## config.mk

```make
export PLATFORM = sky130hd
export DESIGN_NAME = snapcnt_top
export DESIGN_NICKNAME = d
export VERILOG_FILES = /design/src/rtl/snapcnt_pkg.sv /design/src/rtl/snapcnt_timebase.sv /design/src/rtl/snapcnt_ctrl.sv /design/src/rtl/snapcnt_shadow.sv /design/src/rtl/snapcnt_rdmux.sv /design/src/rtl/snapcnt_top.sv
export SDC_FILE = /design/constraint.sdc
export NUM_CORES = 1
export LEC_CHECK = 0
export BUFFER_PORTS_ARGS = -buffer_cell sky130_fd_sc_hd__buf_2
export CORE_ASPECT_RATIO = 1.4
export CORE_MARGIN = 4
export CORE_UTILIZATION = 50
export DETAILED_ROUTE_END_ITERATION = 7
export PLACE_DENSITY = 0.72
export SYNTH_ARGS = -nofsm -noshare
export SYNTH_HDL_FRONTEND = slang
export SYNTH_SLANG_ARGS = --single-unit
```

## constraint.sdc

```tcl
create_clock -name clk -period 2.4 [get_ports clk]
set_input_delay 0.12 -clock clk [delete_from_list [all_inputs] [get_ports clk]]
set_output_delay 0.12 -clock clk [all_outputs]
set_load 0.01 [all_outputs]
```

## src/rtl/snapcnt_pkg.sv

```systemverilog
// Shared constants and types for the snapshot tick counter.
// Assumes a word-addressed register bus with the control word at address 0
// and the shadow words at consecutive addresses after it.
package snapcnt_pkg;

    // Bit positions of the self-clearing command bits in the control word.
    localparam int CMD_CLEAR_POS = 0;
    localparam int CMD_LATCH_POS = 1;

    // Word addresses.
    localparam int CTRL_ADDR      = 0;
    localparam int WORD_BASE_ADDR = 1;

    // One-cycle command pulses decoded from a control write.
    typedef struct packed {
        logic latch;
        logic clear;
    } snap_cmd_t;

endpackage

```

## src/rtl/snapcnt_timebase.sv

```systemverilog
// Free-running tick counter.
// It advances by one on each clock edge where tick_en is high. It wraps
// naturally at 2**CNT_W. It assumes tick_en is synchronous to clk.
module snapcnt_timebase #(
    parameter int CNT_W = 64
) (
    input  logic             clk,
    input  logic             rst_n,
    input  logic             tick_en,
    output logic [CNT_W-1:0] count_q
);

    // Count enabled ticks; zero on reset.
    always_ff @(posedge clk) begin
        if (!rst_n) begin
            count_q <= '0;
        end else if (tick_en) begin
            count_q <= count_q + 1'b1;
        end
    end

endmodule

```

## src/rtl/snapcnt_ctrl.sv

```systemverilog
// Control word register.
// It stores every control bit except the two command bits. Those are turned
// into one-cycle pulses and never stored, so they always read back as 0.
// It assumes wr_ctrl is already qualified by the address decode.
module snapcnt_ctrl
    import snapcnt_pkg::*;
#(
    parameter int DATA_W = 32
) (
    input  logic              clk,
    input  logic              rst_n,
    input  logic              wr_ctrl,
    input  logic [DATA_W-1:0] wdata,
    output logic [DATA_W-1:0] ctrl_q,
    output snap_cmd_t         cmd
);

    localparam logic [DATA_W-1:0] CMD_BITS =
        (DATA_W'(1) << CMD_CLEAR_POS) | (DATA_W'(1) << CMD_LATCH_POS);
    localparam logic [DATA_W-1:0] KEEP_MASK = ~CMD_BITS;

    // Decode the command pulses from the current write.
    always_comb begin
        cmd.latch = wr_ctrl & wdata[CMD_LATCH_POS];
        cmd.clear = wr_ctrl & wdata[CMD_CLEAR_POS];
    end

    // Store the non-command bits of a control write.
    always_ff @(posedge clk) begin
        if (!rst_n) begin
            ctrl_q <= '0;
        end else if (wr_ctrl) begin
            ctrl_q <= wdata & KEEP_MASK;
        end
    end

endmodule

```

## src/rtl/snapcnt_shadow.sv

```systemverilog
// Shadow words that hold the snapshot of the running count.
// Each word has its own register and its own direct-write strobe. Clear has
// priority over latch, which has priority over a direct write. This gives the
// latch-then-clear result when both commands arrive together. It assumes at
// most one of word_wr and a command is active in any cycle.
module snapcnt_shadow
    import snapcnt_pkg::*;
#(
    parameter int DATA_W    = 32,
    parameter int NUM_WORDS = 2,
    localparam int CNT_W    = DATA_W * NUM_WORDS
) (
    input  logic                 clk,
    input  logic                 rst_n,
    input  snap_cmd_t            cmd,
    input  logic [NUM_WORDS-1:0] word_wr,
    input  logic [DATA_W-1:0]    wdata,
    input  logic [CNT_W-1:0]     count_val,
    output logic [CNT_W-1:0]     snap_q
);

    for (genvar k = 0; k < NUM_WORDS; k++) begin : g_word
        logic [DATA_W-1:0] word_q;

        // Update one shadow word from a clear, a latch or a direct write.
        always_ff @(posedge clk) begin
            if (!rst_n) begin
                word_q <= '0;
            end else if (cmd.clear) begin
                word_q <= '0;
            end else if (cmd.latch) begin
                word_q <= count_val[k*DATA_W +: DATA_W];
            end else if (word_wr[k]) begin
                word_q <= wdata;
            end
        end

        assign snap_q[k*DATA_W +: DATA_W] = word_q;
    end

endmodule

```

## src/rtl/snapcnt_rdmux.sv

```systemverilog
// Read-data multiplexer.
// It selects the control word or one shadow word by address. Any unmapped
// address reads as 0. It is purely combinational and has no side effects.
module snapcnt_rdmux
    import snapcnt_pkg::*;
#(
    parameter int DATA_W    = 32,
    parameter int NUM_WORDS = 2,
    parameter int ADDR_W    = 2,
    localparam int CNT_W    = DATA_W * NUM_WORDS
) (
    input  logic [ADDR_W-1:0] addr,
    input  logic [DATA_W-1:0] ctrl_q,
    input  logic [CNT_W-1:0]  snap,
    output logic [DATA_W-1:0] rdata
);

    // Pick the addressed word, defaulting to zero.
    always_comb begin
        rdata = '0;
        if (addr == ADDR_W'(CTRL_ADDR)) begin
            rdata = ctrl_q;
        end
        for (int k = 0; k < NUM_WORDS; k++) begin
            if (addr == ADDR_W'(WORD_BASE_ADDR + k)) begin
                rdata = snap[k*DATA_W +: DATA_W];
            end
        end
    end

endmodule

```

## src/rtl/snapcnt_top.sv

```systemverilog
// Snapshot tick counter, top level.
// A free-running counter of width DATA_W*NUM_WORDS is copied into shadow
// words by a self-clearing latch command and zeroed by a self-clearing clear
// command, both given in the control word. It assumes a single-cycle write
// strobe and combinational reads.
module snapcnt_top
    import snapcnt_pkg::*;
#(
    parameter int DATA_W    = 32,
    parameter int NUM_WORDS = 2,
    parameter int ADDR_W    = 2
) (
    input  logic              clk,
    input  logic              rst_n,
    input  logic              tick_en,
    input  logic              bus_wr,
    input  logic [ADDR_W-1:0] bus_addr,
    input  logic [DATA_W-1:0] bus_wdata,
    output logic [DATA_W-1:0] bus_rdata
);

    localparam int CNT_W = DATA_W * NUM_WORDS;

    logic [CNT_W-1:0]     time_q;
    logic [CNT_W-1:0]     snap_q;
    logic [DATA_W-1:0]    ctrl_q;
    logic [NUM_WORDS-1:0] word_wr;
    logic                 wr_ctrl;
    snap_cmd_t            cmd;

    // Address decode for the control word.
    assign wr_ctrl = bus_wr && (bus_addr == ADDR_W'(CTRL_ADDR));

    // Address decode for each shadow word.
    for (genvar k = 0; k < NUM_WORDS; k++) begin : g_dec
        assign word_wr[k] = bus_wr && (bus_addr == ADDR_W'(WORD_BASE_ADDR + k));
    end

    snapcnt_timebase #(.CNT_W(CNT_W)) u_time (
        .clk     (clk),
        .rst_n   (rst_n),
        .tick_en (tick_en),
        .count_q (time_q)
    );

    snapcnt_ctrl #(.DATA_W(DATA_W)) u_ctrl (
        .clk     (clk),
        .rst_n   (rst_n),
        .wr_ctrl (wr_ctrl),
        .wdata   (bus_wdata),
        .ctrl_q  (ctrl_q),
        .cmd     (cmd)
    );

    snapcnt_shadow #(.DATA_W(DATA_W), .NUM_WORDS(NUM_WORDS)) u_shadow (
        .clk       (clk),
        .rst_n     (rst_n),
        .cmd       (cmd),
        .word_wr   (word_wr),
        .wdata     (bus_wdata),
        .count_val (time_q),
        .snap_q    (snap_q)
    );

    snapcnt_rdmux #(.DATA_W(DATA_W), .NUM_WORDS(NUM_WORDS), .ADDR_W(ADDR_W)) u_rd (
        .addr   (bus_addr),
        .ctrl_q (ctrl_q),
        .snap   (snap_q),
        .rdata  (bus_rdata)
    );

endmodule

```

== After elaboration in Yosys (flattened, before gate mapping) ==
Index checks and enable logic that the tools add are counted.
Widths: inputs -> output; s select.

* Input bits: 38
* Output and inout port bits: 32
* Word-level logic and storage cells: 24
* Bits in registers: 158

* Reduce and logical (&&, ||, !) cells: 7
* Add/subtract/negate cells: 1
* Bitwise gates (word level): 3
* Mux-type cells: 7
* Eq/ne operators: 2

{| class="wikitable"
|+ Operators by type and width
! operator !! number
|-
| $mux 32 || 7
|-
| $add 64x1->64 const B || 1
|-
| $reduce_bool 2->1 || 2
|-
| $logic_and 1x1->1 || 3
|-
| $and 1x1->1 || 2
|-
| $eq 2x1->1 const B || 1
|-
| $eq 2x2->1 const B || 1
|-
| $logic_not 2->1 || 1
|-
| $reduce_or 2->1 || 1
|-
| $not 1->1 || 1
|}

== Logic depth before layout (Yosys ltp) ==
* Depth after elaboration: 4
* Gate-level depth with buffers: 8
* Gate-level depth less buffers: 6

== Hierarchy ==
From an unflattened synthesis, not the netlist that was laid out.

* Cell total of the unflattened synthesis: 825
* Area, all modules: 8318.0 µm²

{| class="wikitable"
|+ By module, submodules not included
! module !! area an instance (µm²) !! sequential area each (µm²) !! times used !! cells each
|-
| snapcnt_shadow || 3169.3 || 1281.2 || 1 || 286
|-
| snapcnt_timebase || 3129.3 || 1281.2 || 1 || 357
|-
| snapcnt_ctrl || 1202.4 || 600.6 || 1 || 102
|-
| snapcnt_rdmux || 787.0 || 0.0 || 1 || 77
|-
| snapcnt_top || 30.0 || 0.0 || 1 || 3
|}

== Least setup slack after synthesis ==
OpenSTA, ideal clock, no wires.

* Kind: register to register
* Start: reg u_time.count_q[0]
* End: reg u_time.count_q[60]
* Period minus slack after synthesis: 2410 ps
* Data required time: 2330 ps
* Library setup time: 70 ps
* Data arrival time: 2340 ps
* Path buffers: 2
* Path slack: -10 ps
* Stages on the path, launching flop included: 9
* Cells stage by stage: dfxtp_1 ha_1 and3_1 clkbuf_1 nand4_1 or4_1 buf_2 or4_1 a21oi_1

* Cells in the longest elaborated chain, start to end: 1

{| class="wikitable"
|+ RTL lines
! what !! line !! RTL
|-
| start: declaration || snapcnt_timebase.sv:10 || <nowiki>output logic [CNT_W-1:0] count_q</nowiki>
|-
| start signal: assignment || snapcnt_timebase.sv:18 || <nowiki>count_q <= count_q + 1'b1;</nowiki>
|-
| $add 64x1->64 || snapcnt_timebase.sv:18 ||
|}

Every way passes these cells.
A chain may end at the register's enable or synchronous reset.

== Worst setup path after layout ==
* Start: reg u_time.count_q[0]
* End: reg u_time.count_q[50]

The elaborated chain is that of the path after synthesis.

==> flow_summary.toml <==
[outcome]
outcome = "finished, final reports clean"

[floorplanning]
pin_count = 70
core_area_sq_um = 15100
start_util_pct = 50.9
placementRows = 53
die_y_um = 154
die_w_um = 113
fp.dieArea_sq_um = 17400

[grt]
grt_pass1_wl_mm = 36.2
antenna_found_initial = 0
grt_overflow = 0
grt_pass1_vias = 7044
grt_usage_pct = 26.0
grt_max_degree = 48

[placed_design]
dpl.hpwl_mm = 16.1
place_congestion = 0.929
placed_area_sq_um = 8530
port_buffers = 69

[timing]
drv_slew = 0
hold_violations = 0
relSlewSlack_pct = 63.7
fin_crit_ps = 2280
finalCritPeriodShare_pct = 95.1
worstMarginPinSlew_ps = 540
finalSetupViolCount = 0
clock_skew_ps = 5.84
rsz0062_at_grt = "true"
fin_tns_setup_ps = 0
fmax_ghz = 0.438

[route]
drt-total-wl_mm = 22.4
antenna_left = 0
wire_per_inst_um = 18.0
drt-initial-drc-count = 472
drt_first_pass_iters = 6
route.detailed.drc = 0
vias_per_cell = 5.78
vias = 7200

[cells_and_area]
drive_above_1_share_pct = 17.8
fin_nets = 1079
syn_to_final_growth_pct = 23.5
n_antenna_cell = 0
final_area_sq_um = 9460

[logic_synthesis]
ys.flop_type = "dfxtp_1"
syn_nets = 961
synth_most_common_cell = "dfxtp_1"
syn_area_sq_um = 7660
seq_area_frac_synth_pct = 41.3
synth_top_cell_by_area = "dfxtp_1"
synth-edff-count = 0
syn_avg_cell_area_sq_um = 8.31
synth_common_cells = "dfxtp_1, nand2_1, nor2_1"
synth_cell_type_count = 45
synth.area.top_cells = "dfxtp_1, mux2i_1, a211oi_1"
synthCells = 922
synth_warnings = 0
ys_seq_elements = 158
async_flop_share_pct = 0
synth_top_area_share_pct = 41.3

[clock_network]
cts_buffers = 17
numClockSinks = 158
clkTransAtPathRegs_ps = 60
cts_root_buf = "clkbuf_16"
cts_tree = "yes"
htree_levels = 4
postCtsSetupRepairBufs = 0
clockBufferDepth = 2
insertion_delay_ps = 430

[pwr]
power.leakage_nw = 3.96
p_total_mw = 6.12
vdd_drop_max_mv = 0.454
powerDensity_nw_per_um2 = 646

[critical_path]
path_class = "register to register"
cp-start-kind = "register"
cp_max_fo = 4
end_kind = "register"
cp.required_ps = 2760
arrival_ps = 2640

[hold_path]
hold_path.class = "input port to register"

[job]
drv_cap = 0
area by class of cell:
| class | instances | area (sq um) |
|---|---|---|
| Tap cell | 192 | 240 |
| Clock buffer | 23 | 468 |
| Sequential cell | 158 | 3160 |
| Multi-Input combinational cell | 689 | 4220 |
| Fill cell | 1304 | 5590 |
| Timing Repair Buffer | 165 | 1180 |
| Inverter | 9 | 33.8 |
| Clock inverter | 9 | 155 |
critical path, stage by stage (launching register included):
cell and delay, ps:
dfxtp_1 330, ha_1 220, nand3_1 130, nor4_1 510, nand3_1 200, or4b_2 680, a21oi_1 150
path summary, 6_finish.rpt:
check,startpoint,to,slack [ps],depth (start not counted)
setup reg to reg,u_time.count_q[0]$_SDFFE_PN0P_,u_time.count_q[50]$_SDFFE_PN0P_,120,6
hold / removal,bus_wdata[1],u_shadow.g_word[0].word_q[1]$_SDFFE_PP0P_,30,3
hold reg to reg,u_ctrl.ctrl_q[24]$_SDFFE_PN0N_,u_ctrl.ctrl_q[24]$_SDFFE_PN0N_,450,2
setup / recovery,u_time.count_q[0]$_SDFFE_PN0P_,u_time.count_q[50]$_SDFFE_PN0P_,120,6
what timing repair did:
action                                 in CTS  in global routing
endpoints found under the hold margin      30                  0
setup endpoints to repair                   0                 10
hold buffers                               30                  0
gates resized for setup                     0                  2
layer usage:
layer	vias to the layer above	part of all wire [%]	wire (um)	global-route usage, %
met4	0	3.8	852	13.0
met1	3385	42	9390	31.6
met2	222	49	11000	43.8
met3	53	5.1	1150	4.62
met5	-	0	0	0
li1	3540	-	-	-
stage by stage:
step	std cells	setup WS (ps)	util [%]	hold slack (ps)
global placement	1183	103	56.6	385
finish	1245	118	62.8	34.3
floorplan	922	31.9	-	253
global route	1245	-20.2	62.8	37.7
detailed placement	1183	86.4	56.6	391
CTS	1245	62.3	62.8	17.8
state kept, by name (all words and copies together), names as in the netlist:
name                    cells
u_shadow.g_word.word_q     64
u_time.count_q             64
u_ctrl.ctrl_q              30
power by group:
part | leakage (nW) | internal, mW | switching, mW
sequential | 1.28 | 2.70 | 0.0383
combinational | 2.38 | 0.213 | 0.284
clock | 0.302 | 1.80 | 1.08
total | 3.96 | 4.71 | 1.40
cell usage in the layout (no fill, tap or decap), drive strengths merged, types with 4 or more instances in the layout:
cell type      n
or3           16
nor3          16
o21ai         47
nand3         24
a211oi        62
inv           11
nor2         107
dfxtp        158
clkbuf        23
a21oi         52
nor4          17
dlygate4sd3   30
xnor2         24
nand4         36
buf          135
bufinv         4
nand2b         4
xor2          14
o21a           4
and4          11
nor2b          5
and3           9
or4            6
mux2i         94
nand2        122
kinds of logic after synthesis:
kind of cell,count (synthesis),synth area share (%)
xor+xnor,38,4.35
buf+inv,75,3.97
mux,94,12.3
compound gates,178,14.3
fa+ha+maj,1,0.163
simple gates,378,23.6
flops,158,41.3
Note: power is estimated with default switching activity, not from simulation.
